**config.mk**
```make
export PLATFORM = sky130hd
export DESIGN_NAME = pit_timer
export DESIGN_NICKNAME = d
export VERILOG_FILES = /design/src/rtl/pit_pkg.sv /design/src/rtl/pit_prescale.sv /design/src/rtl/pit_count.sv /design/src/rtl/pit_timer.sv
export SDC_FILE = /design/constraint.sdc
export NUM_CORES = 1
export LEC_CHECK = 0
export BUFFER_PORTS_ARGS = -buffer_cell sky130_fd_sc_hd__buf_4
export CAP_MARGIN = 20
export CORE_ASPECT_RATIO = 0.9
export CORE_MARGIN = 5
export CORE_UTILIZATION = 49
export DETAILED_ROUTE_END_ITERATION = 10
export GPL_TIMING_DRIVEN = 0
export PLACE_DENSITY = 0.76
export RECOVER_POWER = 25
export SLEW_MARGIN = 20
export SYNTH_ARGS = -nofsm -noshare
export SYNTH_HDL_FRONTEND = slang
export SYNTH_HIERARCHICAL = 1
export SYNTH_SLANG_ARGS = --single-unit
```
**constraint.sdc**
```tcl
create_clock -name clk -period 4.23 [get_ports clk]
set_input_delay 0.6345 -clock clk [delete_from_list [all_inputs] [get_ports clk]]
set_output_delay 0.6345 -clock clk [all_outputs]
set_load 0.005 [all_outputs]
```
**src/rtl/pit_pkg.sv**
```systemverilog
package pit_pkg;
  localparam int CTRL_W  = 26;
  localparam int B_EN    = 0;
  localparam int B_MOD   = 1;
  localparam int B_CIE   = 2;
  localparam int B_RLD   = 3;
  localparam int B_PS_LO = 4;
  localparam int PS_W    = 12;
  localparam int B_SWR   = 16;
  localparam int B_OVW   = 17;
  localparam int B_LP_LO = 18;
  localparam int LP_W    = 4;
  localparam int B_CS_LO = 24;
  localparam int CS_W    = 2;
  localparam int NSRC    = (1 << CS_W) - 1;

  // bits forced to zero by a software reset write
  localparam logic [CTRL_W-1:0] SWR_CLR =
    CTRL_W'((1 << B_EN) | (1 << B_MOD) | (1 << B_SWR) | (((1 << LP_W) - 1) << B_LP_LO));
  // bit never stored
  localparam logic [CTRL_W-1:0] NOSTORE = CTRL_W'(1 << B_SWR);

  localparam int OFS_CTRL = 'h00;
  localparam int OFS_STAT = 'h04;
  localparam int OFS_LOAD = 'h08;
  localparam int OFS_CMP  = 'h0C;
  localparam int OFS_CNT  = 'h10;

  typedef enum logic [2:0] {
    SEL_NONE, SEL_CTRL, SEL_STAT, SEL_LOAD, SEL_CMP, SEL_CNT
  } reg_sel_e;
endpackage

```
**src/rtl/pit_prescale.sv**
```systemverilog
module pit_prescale #(
  parameter int PS_W = 12
) (
  input  logic            clk,
  input  logic            rst_n,
  input  logic            src_in,
  input  logic            run,
  input  logic            restart,
  input  logic [PS_W-1:0] div,
  output logic            tick
);
  logic [PS_W-1:0] pcnt_q;
  logic            at_top;

  assign at_top = (pcnt_q == div);
  assign tick   = run && !restart && src_in && at_top;

  always_ff @(posedge clk or negedge rst_n) begin
    if (!rst_n) begin
      pcnt_q <= '0;
    end else if (restart || !run) begin
      pcnt_q <= '0;
    end else if (src_in) begin
      pcnt_q <= at_top ? '0 : pcnt_q + 1'b1;
    end
  end
endmodule

```
**src/rtl/pit_count.sv**
```systemverilog
module pit_count #(
  parameter int CW = 32
) (
  input  logic          clk,
  input  logic          rst_n,
  input  logic          swr,
  input  logic          start,
  input  logic [CW-1:0] start_val,
  input  logic          ovw,
  input  logic [CW-1:0] ovw_val,
  input  logic          step,
  input  logic [CW-1:0] reload_val,
  input  logic [CW-1:0] cmp_val,
  output logic [CW-1:0] cnt,
  output logic          match
);
  logic [CW-1:0] cnt_q, nxt;
  logic          take;

  always_comb begin
    take = 1'b1;
    nxt  = cnt_q;
    if (swr)        nxt = '1;
    else if (start) nxt = start_val;
    else if (ovw)   nxt = ovw_val;
    else if (step)  nxt = (cnt_q == '0) ? reload_val : cnt_q - 1'b1;
    else            take = 1'b0;
  end

  assign match = take && !swr && (nxt == cmp_val);
  assign cnt   = cnt_q;

  always_ff @(posedge clk or negedge rst_n) begin
    if (!rst_n)    cnt_q <= '0;
    else if (take) cnt_q <= nxt;
  end
endmodule

```
**src/rtl/pit_timer.sv**
```systemverilog
module pit_timer
  import pit_pkg::*;
#(
  parameter int CW = 32,
  parameter int AW = 5
) (
  input  logic            clk,
  input  logic            rst_n,
  input  logic [NSRC-1:0] src_tick,
  input  logic            bus_sel,
  input  logic            bus_wr,
  input  logic [AW-1:0]   bus_addr,
  input  logic [CW-1:0]   bus_wdata,
  output logic [CW-1:0]   bus_rdata,
  output logic            irq
);
  logic [CTRL_W-1:0] ctrl_q, ctrl_wv;
  logic              stat_q;
  logic [CW-1:0]     load_q, cmp_q, cnt_q;
  reg_sel_e          rsel;
  logic              wr_ctrl, wr_stat, wr_load, wr_cmp;
  logic              swr, en_rise, start, ovw, ps_restart, ptick, cnt_step, cnt_match;
  logic [NSRC:0]     src_vec;
  logic              src_pick;

  always_comb begin
    case (int'(bus_addr))
      OFS_CTRL: rsel = SEL_CTRL;
      OFS_STAT: rsel = SEL_STAT;
      OFS_LOAD: rsel = SEL_LOAD;
      OFS_CMP:  rsel = SEL_CMP;
      OFS_CNT:  rsel = SEL_CNT;
      default:  rsel = SEL_NONE;
    endcase
  end

  assign wr_ctrl = bus_sel && bus_wr && (rsel == SEL_CTRL);
  assign wr_stat = bus_sel && bus_wr && (rsel == SEL_STAT);
  assign wr_load = bus_sel && bus_wr && (rsel == SEL_LOAD);
  assign wr_cmp  = bus_sel && bus_wr && (rsel == SEL_CMP);

  assign ctrl_wv    = bus_wdata[CTRL_W-1:0];
  assign swr        = wr_ctrl && ctrl_wv[B_SWR];
  assign en_rise    = wr_ctrl && !swr && ctrl_wv[B_EN] && !ctrl_q[B_EN];
  assign start      = en_rise && ctrl_wv[B_MOD];
  assign ovw        = wr_load && ctrl_q[B_OVW];
  assign ps_restart = en_rise ||
                      (wr_ctrl && (ctrl_wv[B_PS_LO +: PS_W] != ctrl_q[B_PS_LO +: PS_W]));
  assign cnt_step   = ctrl_q[B_EN] && ptick && !wr_ctrl && !ovw;

  // source 0 of the select code is "no clock"
  assign src_vec  = {src_tick, 1'b0};
  assign src_pick = src_vec[ctrl_q[B_CS_LO +: CS_W]];

  pit_prescale #(.PS_W(PS_W)) u_ps (
    .clk     (clk),
    .rst_n   (rst_n),
    .src_in  (src_pick),
    .run     (ctrl_q[B_EN]),
    .restart (ps_restart),
    .div     (ctrl_q[B_PS_LO +: PS_W]),
    .tick    (ptick)
  );

  pit_count #(.CW(CW)) u_cnt (
    .clk        (clk),
    .rst_n      (rst_n),
    .swr        (swr),
    .start      (start),
    .start_val  (ctrl_wv[B_RLD] ? load_q : {CW{1'b1}}),
    .ovw        (ovw),
    .ovw_val    (bus_wdata),
    .step       (cnt_step),
    .reload_val (ctrl_q[B_RLD] ? load_q : {CW{1'b1}}),
    .cmp_val    (cmp_q),
    .cnt        (cnt_q),
    .match      (cnt_match)
  );

  always_ff @(posedge clk or negedge rst_n) begin
    if (!rst_n) begin
      ctrl_q <= '0;
      stat_q <= 1'b0;
      load_q <= '1;
      cmp_q  <= '0;
    end else begin
      if (wr_ctrl) ctrl_q <= swr ? (ctrl_wv & ~SWR_CLR) : (ctrl_wv & ~NOSTORE);
      if (swr) begin
        stat_q <= 1'b0;
        load_q <= '1;
        cmp_q  <= '0;
      end else begin
        if (cnt_match)                   stat_q <= 1'b1;
        else if (wr_stat && bus_wdata[0]) stat_q <= 1'b0;
        if (wr_load) load_q <= bus_wdata;
        if (wr_cmp)  cmp_q  <= bus_wdata;
      end
    end
  end

  assign irq = stat_q && ctrl_q[B_CIE] && ctrl_q[B_EN];

  always_comb begin
    bus_rdata = '0;
    if (bus_sel && !bus_wr) begin
      case (rsel)
        SEL_CTRL: bus_rdata = CW'(ctrl_q);
        SEL_STAT: bus_rdata = CW'(stat_q);
        SEL_LOAD: bus_rdata = load_q;
        SEL_CMP:  bus_rdata = cmp_q;
        SEL_CNT:  bus_rdata = cnt_q;
        default:  bus_rdata = '0;
      endcase
    end
  end
endmodule

```
# Word-level counts from Yosys, hierarchy flattened
# Cells that the tools add are included.
# classes
n_addsub	2
n_mul	0
n_div	0
magnitude_cmp	1
n_eq_ne	12
n_shift	0
n_mux	27
bitwise	0
reduce_logical	38
# op_table
cell	n
two-way mux 32 bit	12
case mux 32 bit (5 select lines)	1
two-way mux 12 bit	3
== test 32 bit	1
logical NOT 32 bit	1
subtractor 32 x 1 -> 32 bit, second input constant	1
logical AND 1 bit	24
two-way mux 22 bit	1
case mux 3 bit (5 select lines)	1
adder 12 x 1 -> 12 bit, second input constant	1
== test 12 bit	1
inequality test 12 bit	1
== test 5 x 4 -> 1 bit, second input constant	2
two-way mux 1 bit	8
== test 3 x 2 -> 1 bit, second input constant	2
== test 3 bit, second input constant	2
logical NOT 1 bit	6
nonzero test 2 bit	3
== test 5 x 3 -> 1 bit, second input constant	1
== test 5 bit, second input constant	1
logical NOT 5 bit	1
== test 3 x 1 -> 1 bit, second input constant	1
less-than comparator 2 x 3 -> 1 bit, second input constant	1
nonzero test 3 bit	1
2 further kinds	3
# word_totals
regBits	135
latch_bits	0
ram_bits	0
rom_bits	0
elab_cells	86
mem_count	0

# Logic depth before layout (Yosys ltp)
# Gate-level depths: netlist (run 1).
# depth
word_depth	25
mapped_depth	25
depth_no_buf	20

# By module
# The synthesis (run 1) kept the hierarchy.
# by_module_without_submodules
module	instances	cells_per_inst	area_per_inst_um2
pit_timer	1	647	5326.4
pit_count	1	531	3818.7
pit_prescale	1	106	875.8

# Worst setup path after synthesis (run 1)
# OpenSTA, ideal clock, no wires.
# synth_path
path_type	input -> register
from	in bus_addr[4]
to	reg stat_q
setup_time_ns	0.122
t_arrival_ns	4.427
slack_ns	-0.319
stages	24
n_path_buf	7
cell_sequence	buf_2 > or3_1 > or3_1 > clkbuf_1 > buf_2 > a21oi_1 > nand2b_1 > buf_1 > nor3_1 > nand2_1 > nor3_1 > clkbuf_1 > inv_1 > clkbuf_1 > buf_1 > a21oi_1 > o211ai_1 > nand2_1 > o21ai_0 > a32oi_1 > nor3b_1 > o2111a_1 > a21oi_1 > nor2_1
# synth_via
elab_chain_cells	25
# synth_lines
element	line_no	rtl
start: declaration	pit_timer.sv:12	input logic [AW-1:0] bus_addr,
== test 5 bit, or another cell as far along	pit_timer.sv:27	case (int'(bus_addr))
case mux 3 bit (5 select lines) *	pit_timer.sv:27	
== test 3 x 1 -> 1 bit *	pit_timer.sv:37	assign wr_ctrl = bus_sel && bus_wr && (rsel == SEL_CTRL);
logical AND 1 bit *	pit_timer.sv:37	
logical AND 1 bit	pit_timer.sv:43	assign swr = wr_ctrl && ctrl_wv[B_SWR];
logical NOT 1 bit	pit_timer.sv:44	assign en_rise = wr_ctrl && !swr && ctrl_wv[B_EN] && !ctrl_q[B_EN];
logical AND 1 bit (3 in series)	pit_timer.sv:44	
logical OR 1 bit *	pit_timer.sv:47	assign ps_restart = en_rise ||
named net ps_restart	pit_timer.sv:22	logic swr, en_rise, start, ovw, ps_restart, ptick, cnt_step, cnt_match;
(+4 left out)	-	
named net ptick	pit_timer.sv:22	
(+3 left out)	-	
named net cnt_step	pit_timer.sv:22	
(+1 left out)	-	
two-way mux 32 bit or two-way mux 1 bit (tied branches)	pit_count.sv:25	else if (ovw) nxt = ovw_val;
two-way mux 32 bit or two-way mux 1 bit (tied branches)	pit_count.sv:24	else if (start) nxt = start_val;
two-way mux 32 bit or two-way mux 1 bit (tied branches)	pit_count.sv:23	if (swr) nxt = '1;
== test 32 bit or logical AND 1 bit (tied branches)	pit_count.sv:30	assign match = take && !swr && (nxt == cmp_val);
logical AND 1 bit *	pit_count.sv:30	
named net cnt_match	pit_timer.sv:22	
two-way mux 1 bit	pit_timer.sv:93	if (cnt_match) stat_q <= 1'b1;
two-way mux 1 bit	pit_timer.sv:88	if (swr) begin
end signal: assignment	pit_timer.sv:89	stat_q <= 1'b0;
end signal: assignment	pit_timer.sv:93	
end signal: assignment	pit_timer.sv:94	else if (wr_stat && bus_wdata[0]) stat_q <= 1'b0;
end: declaration	pit_timer.sv:18	logic stat_q;
# The timed path passes the listed nets; every way through them passes the cells marked *.
# A chain may end at the register's enable or synchronous reset.

# Final worst setup path (run 1)
# Ends and elaborated chain as after synthesis.

==> flow_summary_export.csv, run 1 <==
group,metric,value,unit
status,status,"complete, but fails checks",
status,failed_checks,"design-rule violations, max-capacitance violations, max-slew violations, negative setup slack",
placed_design,gp_congestion,1.071,
synthesis,synth_xor_area_frac,0.03758,
synthesis,async_flop_share,1.000,
final_layout,final_common_cell,"nand2_1",
synthesis,synth_nets,1331,
clock_network,cts_hold_buf,0,
floorplanning,num_rows,49,
placed_design,dp_slack,-2.709,ns
clock_network,root_buffer,"clkbuf_16",
sta,finalClockSkew,0.008845,ns
synthesis,synthAdderAreaFrac,0.003746,
setup_path,critPathRequiredTime,4.59,ns
synthesis,synth_cells,1284,
floorplanning,io_pins,77,
min_path,min_from,"bus_wdata[23]",
sta,setup_viol,1,
floorplanning,initial_core_util,0.4998,
synthesis,synth_seq_cells,134,
floorplanning,die_h,145.7,µm
final_layout,fillers,1818,
setup_path,worstSetupStartpointType,"input port",
sta,hold_ws,0.4445,ns
drt,drt_iter0_drc,1908,
grt,grt_pass1_wl,67790,µm
grt,grt_use_total,0.3813,
final_layout,drive_gt1_frac,0.2254,
final_layout,fin_nets,1458,
job,cap_viol_max_count,1,
clock_network,clk_path_buf_depth,2,
final_layout,final_cell_mix,"253 x nand2_1, 115 x buf_4, 92 x nor2_1, 86 x dfrtp_1, 76 x a21oi_1",
final_layout,seqCellArea,3413,µm²
grt,grt_max_degree,81,
clock_network,tritoncts,"yes",
setup_path,rr_startpoint,"ctrl_q[11]",
synthesis,synth-compound-area-share,0.1736,
drt,wl,46010,µm
synthesis,synth_edf_count,0,
clock_network,cts.sinks,134,
sta,hold_viol_final,0,
grt,antenna_found_initial,0,
clock_network,insertion_delay,0.43,ns
drt,vias,11162,
placed_design,dpl.hpwl,32430,µm
synthesis,yosys.area_share.simple,0.3186,
synthesis,synth_cell_type_count,85,
sta,tightest_slew,3.089,ns
setup_path,crit_arrival,5.08,ns
final_layout,multi_input_area,6455,µm²
floorplanning,core,20050,µm²
setup_path,critPathCaptureType,"flip-flop",
grt,grt_remaining_overflow,0,
pwr,irDropWorstVdd,0.2468,mV
drt,viasPerCell,6.648,
sta,drv_slew,56,
synthesis,syn-mean-instance-area,7.804,µm²
sta,fin_crit_sh,1.116,
sta,rsz0062_at_grt,"true",
setup_path,path_max_fanout,10,
setup_path,worst_r2r_endpoint,"stat_q",
sta,timing.fmax,211.9,MHz
setup_path,worstSetupPathType,"input port to flip-flop",
min_path,hold-path-endpoint,"ctrl_q[23]",
synthesis,synth-main-ff-cell,"dfrtp_1",
synthesis,synth_top_family_by_area,"simple AND/OR/NAND/NOR gates",
placed_design,io_buffers,76,
floorplanning,die-area,23410,µm²
drt,ant_nets,0,
synthesis,synthMuxAreaShare,0.07454,
pwr,p_per_area,382.4,nW/µm²
floorplanning,die_w,160.7,µm
grt,grt_pass1_vias,10609,
pwr,p_total,4.721,mW
synthesis,syn-cell-area,10020,µm²
final_layout,n_antenna_cell,0,
clock_network,cts_inserted_buffers,17,
pwr,power_leakage,5.207,nW
setup_path,r2r_slack,-0.46,ns
sta,min_period,4.720,ns
drt,firstDrtPassIters,11,
clock_network,clk_pin_slew,0.06,ns
sta,setup_tns,-0.4902,ns
drt,drc,2,
sta,finalWorstSetupSlack,-0.4902,ns
final_layout,synthToLayoutAreaGrowth,23.19,%
drt,avgRoutedWirePerCell,27.41,µm
setup_path,r2r_cells,22,
synthesis,seq_area_frac_synth,0.3386,
min_path,hold_depth,3,
min_path,hold_class,"input port to flip-flop",
synthesis,yosysWarnings,6,
clock_network,cts.htree.levels,4,
sta,maxSlewHeadroom,-1.059,
==> how the worst max path moves through the flow <==
stage              startpoint      to  slack (ns)
5_1_grt            ctrl_q[10]  stat_q       -0.60
6_report          bus_addr[4]  stat_q       -0.49
4_1_cts        u_ps/pcnt_q[4]  stat_q       -0.15
3_5_place_dp      bus_addr[4]  stat_q       -2.71
3_3_place_gp      src_tick[0]  stat_q       -2.78
2_1_floorplan     bus_addr[4]  stat_q       0.003
==> critical path: stages <==
cell and delay, ns:
buf_4 0.13, buf_12 0.11, or3_4 0.35, or3_4 0.39
buf_8 0.14, a21oi_4 0.12, nand2b_4 0.16, nor3_4 0.05
nand2_1 0.09, nor3_2 0.05, buf_4 0.19, buf_4 0.14
clkbuf_16 0.16, o21ai_2 0.13, o211ai_1 0.11, o21ai_1 0.14
nor3_2 0.07, buf_4 0.17, xor2_4 0.20, nor4b_4 0.42
o2111ai_4 0.20, nor4_4 0.42, o2111a_2 0.34, a21oi_2 0.05
nor2_1 0.09
==> cells by family (layout without fill, tap and decap cells) <==
group,Yosys count,in the layout
adder cells (fa/ha/maj),3,3
XOR/XNOR,43,43
multiplexers,74,74
AND/OR/NAND/NOR,646,646
buffers and inverters,123,263
flip-flops,134,134
AO/OA/AOI/OAI,261,261
==> per-stage QoR <==
step,util,instance area [µm²],std cells
6_report,0.6157,12340,1679
5_1_grt,0.6157,12340,1679
4_1_cts,0.6112,12250,1672
3_5_place_dp,0.5480,10990,1616
3_3_place_gp,0.5459,10940,1615
2_1_floorplan,-,10050,1284
==> cells in the mapped netlist, types with 5 or more instances <==
library cell	instances	area, µm²
o22ai_1	10	62.56
nor4_1	20	125.1
o31ai_1	5	37.54
mux2i_1	69	690.7
nand3b_1	6	45.04
nand2_1	256	960.9
nor4_2	5	62.56
nand4_1	17	106.4
nor3_1	33	165.2
a211oi_1	10	75.07
xor2_1	28	245.2
o22a_1	25	219.0
a21oi_1	79	395.4
nand4b_1	5	43.79
o21ai_0	43	215.2
xnor2_1	15	131.4
nand2b_1	76	475.5
clkbuf_1	49	183.9
dfstp_2	32	840.8
o211ai_1	7	52.55
dfrtp_1	102	2552
o221ai_1	5	43.79
nand3_1	62	310.3
buf_6	5	56.30
o21ai_1	7	35.03
or3_1	16	100.1
or2_2	5	31.28
and3_1	10	62.56
nor4b_1	5	43.79
buf_2	22	110.1
a31oi_1	9	56.30
a22o_1	5	43.79
or4_1	5	37.54
nor2_1	97	364.1
inv_1	29	108.9
buf_1	13	48.80
a31o_2	6	52.55
==> layout make-up <==
type | instances | share of cell area
multi-input combinational | 1027 | 0.5229
sequential | 134 | 0.2765
timing repair buffer | 113 | 0.06943
buffer | 86 | 0.04217
clock buffer | 22 | 0.03760
tap | 255 | 0.02585
clock inverter | 10 | 0.01551
inverter | 32 | 0.01003
==> sequential cells by signal, indices dropped and copies added, names as in the netlist <==
name	cells
cmp_q	32
ctrl_q	25
load_q	32
stat_q	1
u_cnt/cnt	32
u_ps/pcnt_q	12
==> metal layers <==
layer  track usage  share of wire  vias to the layer above
li1              -              -                     4815
met1        0.5229           0.40                     5385
met2        0.5572           0.43                      817
met3        0.1255           0.13                      145
met4        0.1531          0.047                        0
met5             0              0                        -
==> where the power goes <==
part / total (mW) / switching [mW] / internal [mW]
clock network: 1.72 / 0.635 / 1.09
registers: 1.80 / 0.277 / 1.52
logic: 1.20 / 0.701 / 0.499
==> what timing repair did <==
item / 4_1_cts / 5_1_grt
endpoints found under the setup margin: 18 / 1
resized for setup: 110 / 13
hold endpoints to repair: 0 / 0
setup buffers: 29 / 7
pin swaps: 24 / 20
Note: power is estimated with default switching activity, not from simulation.
==> run 2, diff against run 1 <==
--- a/config.mk
+++ b/config.mk
@@ -7,4 +7,3 @@
 export LEC_CHECK = 0
-export BUFFER_PORTS_ARGS = -buffer_cell sky130_fd_sc_hd__buf_4
-export CAP_MARGIN = 20
+export CAP_MARGIN = 30
 export CORE_ASPECT_RATIO = 0.9
@@ -13,4 +12,5 @@
 export DETAILED_ROUTE_END_ITERATION = 10
+export DONT_BUFFER_PORTS = 1
 export GPL_TIMING_DRIVEN = 0
-export PLACE_DENSITY = 0.76
+export PLACE_DENSITY = 0.72
 export RECOVER_POWER = 25
==> constraint.sdc (replaced) <==
create_clock -name clk -period 4.23 [get_ports clk]
set_input_delay 0 -clock clk [delete_from_list [all_inputs] [get_ports clk]]
set_output_delay 0 -clock clk [all_outputs]
set_load 0.005 [all_outputs]
==> run 2 against run 1 <==
- largest power group unchanged
- worst hold slack got worse by 0.41 ns
- combinational power fell by 5%
- the flow finishes with violations (max-capacitance violations, max-slew violations, negative setup slack)
- cell count is 3.4% lower
- global-route usage is 0.90 points higher
- register-to-register slack improved by 0.05 ns
- cell area down 5.7%
- clock skew decreased by 0.00088 ns
- critical path depth is 11 lower
- die area unchanged
- maximum frequency grew 1.8%
- power down 4.8%
- critical path type is now flip-flop to flip-flop
==> flow_summary_export.csv, run 2 (synthesis results as in run 1) <==
group,metric,value,unit
floorplanning,core,20050,µm²
clock_network,cts.sinks,134,
floorplanning,num_rows,49,
sta,drv_slew,135,
sta,finalWorstSetupSlack,-0.4078,ns
floorplanning,io_pins,77,
drt,firstDrtPassIters,6,
sta,setup_tns,-0.4078,ns
status,failed_checks,"max-capacitance violations, max-slew violations, negative setup slack",
final_layout,final_area,11650,µm²
drt,viasPerCell,6.815,
job,cap_viol_max_count,1,
final_layout,drive_gt1_frac,0.1429,
sta,finalClockSkew,0.007964,ns
grt,antenna_found_initial,2,
final_layout,final_common_cell,"nand2_1",
grt,grt_max_degree,135,
sta,setup_viol,1,
pwr,p_per_area,386.0,nW/µm²
grt,grt_remaining_overflow,0,
floorplanning,die_h,145.7,µm
final_layout,fin_nets,1399,
clock_network,cts.htree.levels,4,
drt,wl,47000,µm
status,status,"complete, but fails checks",
drt,vias,11054,
final_layout,seqCellArea,3402,µm²
placed_design,io_buffers,0,
pwr,p_total,4.495,mW
pwr,power_leakage,4.731,nW
final_layout,synthToLayoutAreaGrowth,16.22,%
sta,tightest_slew,3.480,ns
floorplanning,die_w,160.7,µm
clock_network,tritoncts,"yes",
floorplanning,die-area,23410,µm²
drt,avgRoutedWirePerCell,28.97,µm
floorplanning,initial_core_util,0.4998,
clock_network,clk_pin_slew,0.07,ns
grt,grt_pass1_wl,68680,µm
setup_path,worstSetupPathType,"flip-flop to flip-flop",
sta,hold_ws,0.03015,ns
placed_design,gp_congestion,1.057,
setup_path,path_max_fanout,10,
sta,hold_viol_final,0,
final_layout,final_cell_mix,"255 x nand2_1, 95 x nor2_1, 95 x dfrtp_1, 78 x a21oi_1, 75 x nand2b_1",
sta,maxSlewHeadroom,-1.320,
grt,grt_use_total,0.3903,
setup_path,critPathRequiredTime,4.59,ns
drt,drt_iter0_drc,1886,
sta,fin_crit_sh,1.096,
placed_design,dpl.hpwl,33250,µm
placed_design,place_area,10370,µm²
drt,ant_nets,0,
sta,rsz0062_at_grt,"true",
setup_path,critPathCaptureType,"flip-flop",
clock_network,cts_inserted_buffers,17,
pwr,irDropWorstVdd,0.2122,mV
sta,timing.fmax,215.6,MHz
grt,grt_pass1_vias,10337,
clock_network,clk_path_buf_depth,2,
final_layout,utilization,0.5809,
final_layout,multi_input_area,6296,µm²
min_path,hold_class,"input port to flip-flop",
clock_network,root_buffer,"clkbuf_16",
sta,min_period,4.638,ns
final_layout,fillers,1836,
setup_path,crit_arrival,5.00,ns
drt,drc,0,
setup_path,worstSetupStartpointType,"flip-flop",
clock_network,insertion_delay,0.43,ns
## run 2: changes by cell type in the layout (fill, tap and decap cells not counted), moves of 4 or more
cell	change
buf_2	+5
bufinv_16	-4
dlygate4sd3_1	+36
buf_4	-102
dfrtp_1	+9
dfrtp_2	-9
## run 2: path summary, 6_finish.rpt
path / from / end / slack [ns] / cells after the start
min in group asynchronous: rst_n / cmp_q[27] / 1.25 / 2
max in group asynchronous: rst_n / ctrl_q[15] / 0.65 / 2
min: src_tick[0] / u_ps/pcnt_q[3] / 0.03 / 4
max: ctrl_q[0] / stat_q / -0.41 / 14
min reg2reg: ctrl_q[18] / ctrl_q[18] / 0.49 / 2
max reg2reg: ctrl_q[0] / stat_q / -0.41 / 14
## run 2: metal layers
layer  global-route usage  routed length (µm)
met2               0.5454               19300
met4               0.1757                2351
met3               0.1408                6804
met5              0.01653                  62
met1               0.5384               18480
## run 2: area by class of cell
type | instances | share of cell area
inverter | 32 | 0.01096
clock inverter | 14 | 0.01193
tap | 255 | 0.02740
sequential | 134 | 0.2921
buffer | 88 | 0.03921
multi-input combinational | 1027 | 0.5406
clock buffer | 18 | 0.03685
timing repair inverter | 1 | 0.0004297
antenna | 2 | 0.0004297
timing repair buffer | 51 | 0.04007
## run 2: worst max-delay path, stage by stage (launching register included)
cell and delay, ns:
dfrtp_1 0.48, nor2_1 0.31, and3_1 0.20, clkbuf_1 0.46
buf_1 0.66, clkbuf_2 0.47, a31oi_1 0.22, nor4_4 0.27
o311ai_1 0.18, nor4b_2 0.39, o2111ai_2 0.20, nor4_2 0.24
o2111a_2 0.33, a21oi_1 0.06, nor2_1 0.09
## run 2: power breakdown
group | switching (mW) | leakage, nW | internal [mW]
logic | 0.678 | 2.80 | 0.465
clock network | 0.707 | 0.271 | 0.827
registers | 0.299 | 1.66 | 1.52
## run 2: per-stage QoR
| step | setup slack, ns | std cells |
|---|---|---|
| 6_report | -0.4078 | 1622 |
| 5_1_grt | -0.5271 | 1621 |
| 4_1_cts | -0.1644 | 1619 |
| 3_5_place_dp | -2.310 | 1542 |
| 3_3_place_gp | -2.730 | 1539 |
| 2_1_floorplan | 0.2395 | 1284 |
## run 2: repair_timing
action                                  4_1_cts  5_1_grt
endpoints found under the setup margin       26        1
resized for setup                            60        9
cloned                                        1        0
hold buffers                                 37        0
hold endpoints to repair                    252        0
pin swaps                                    10        0
setup buffers                                10        0
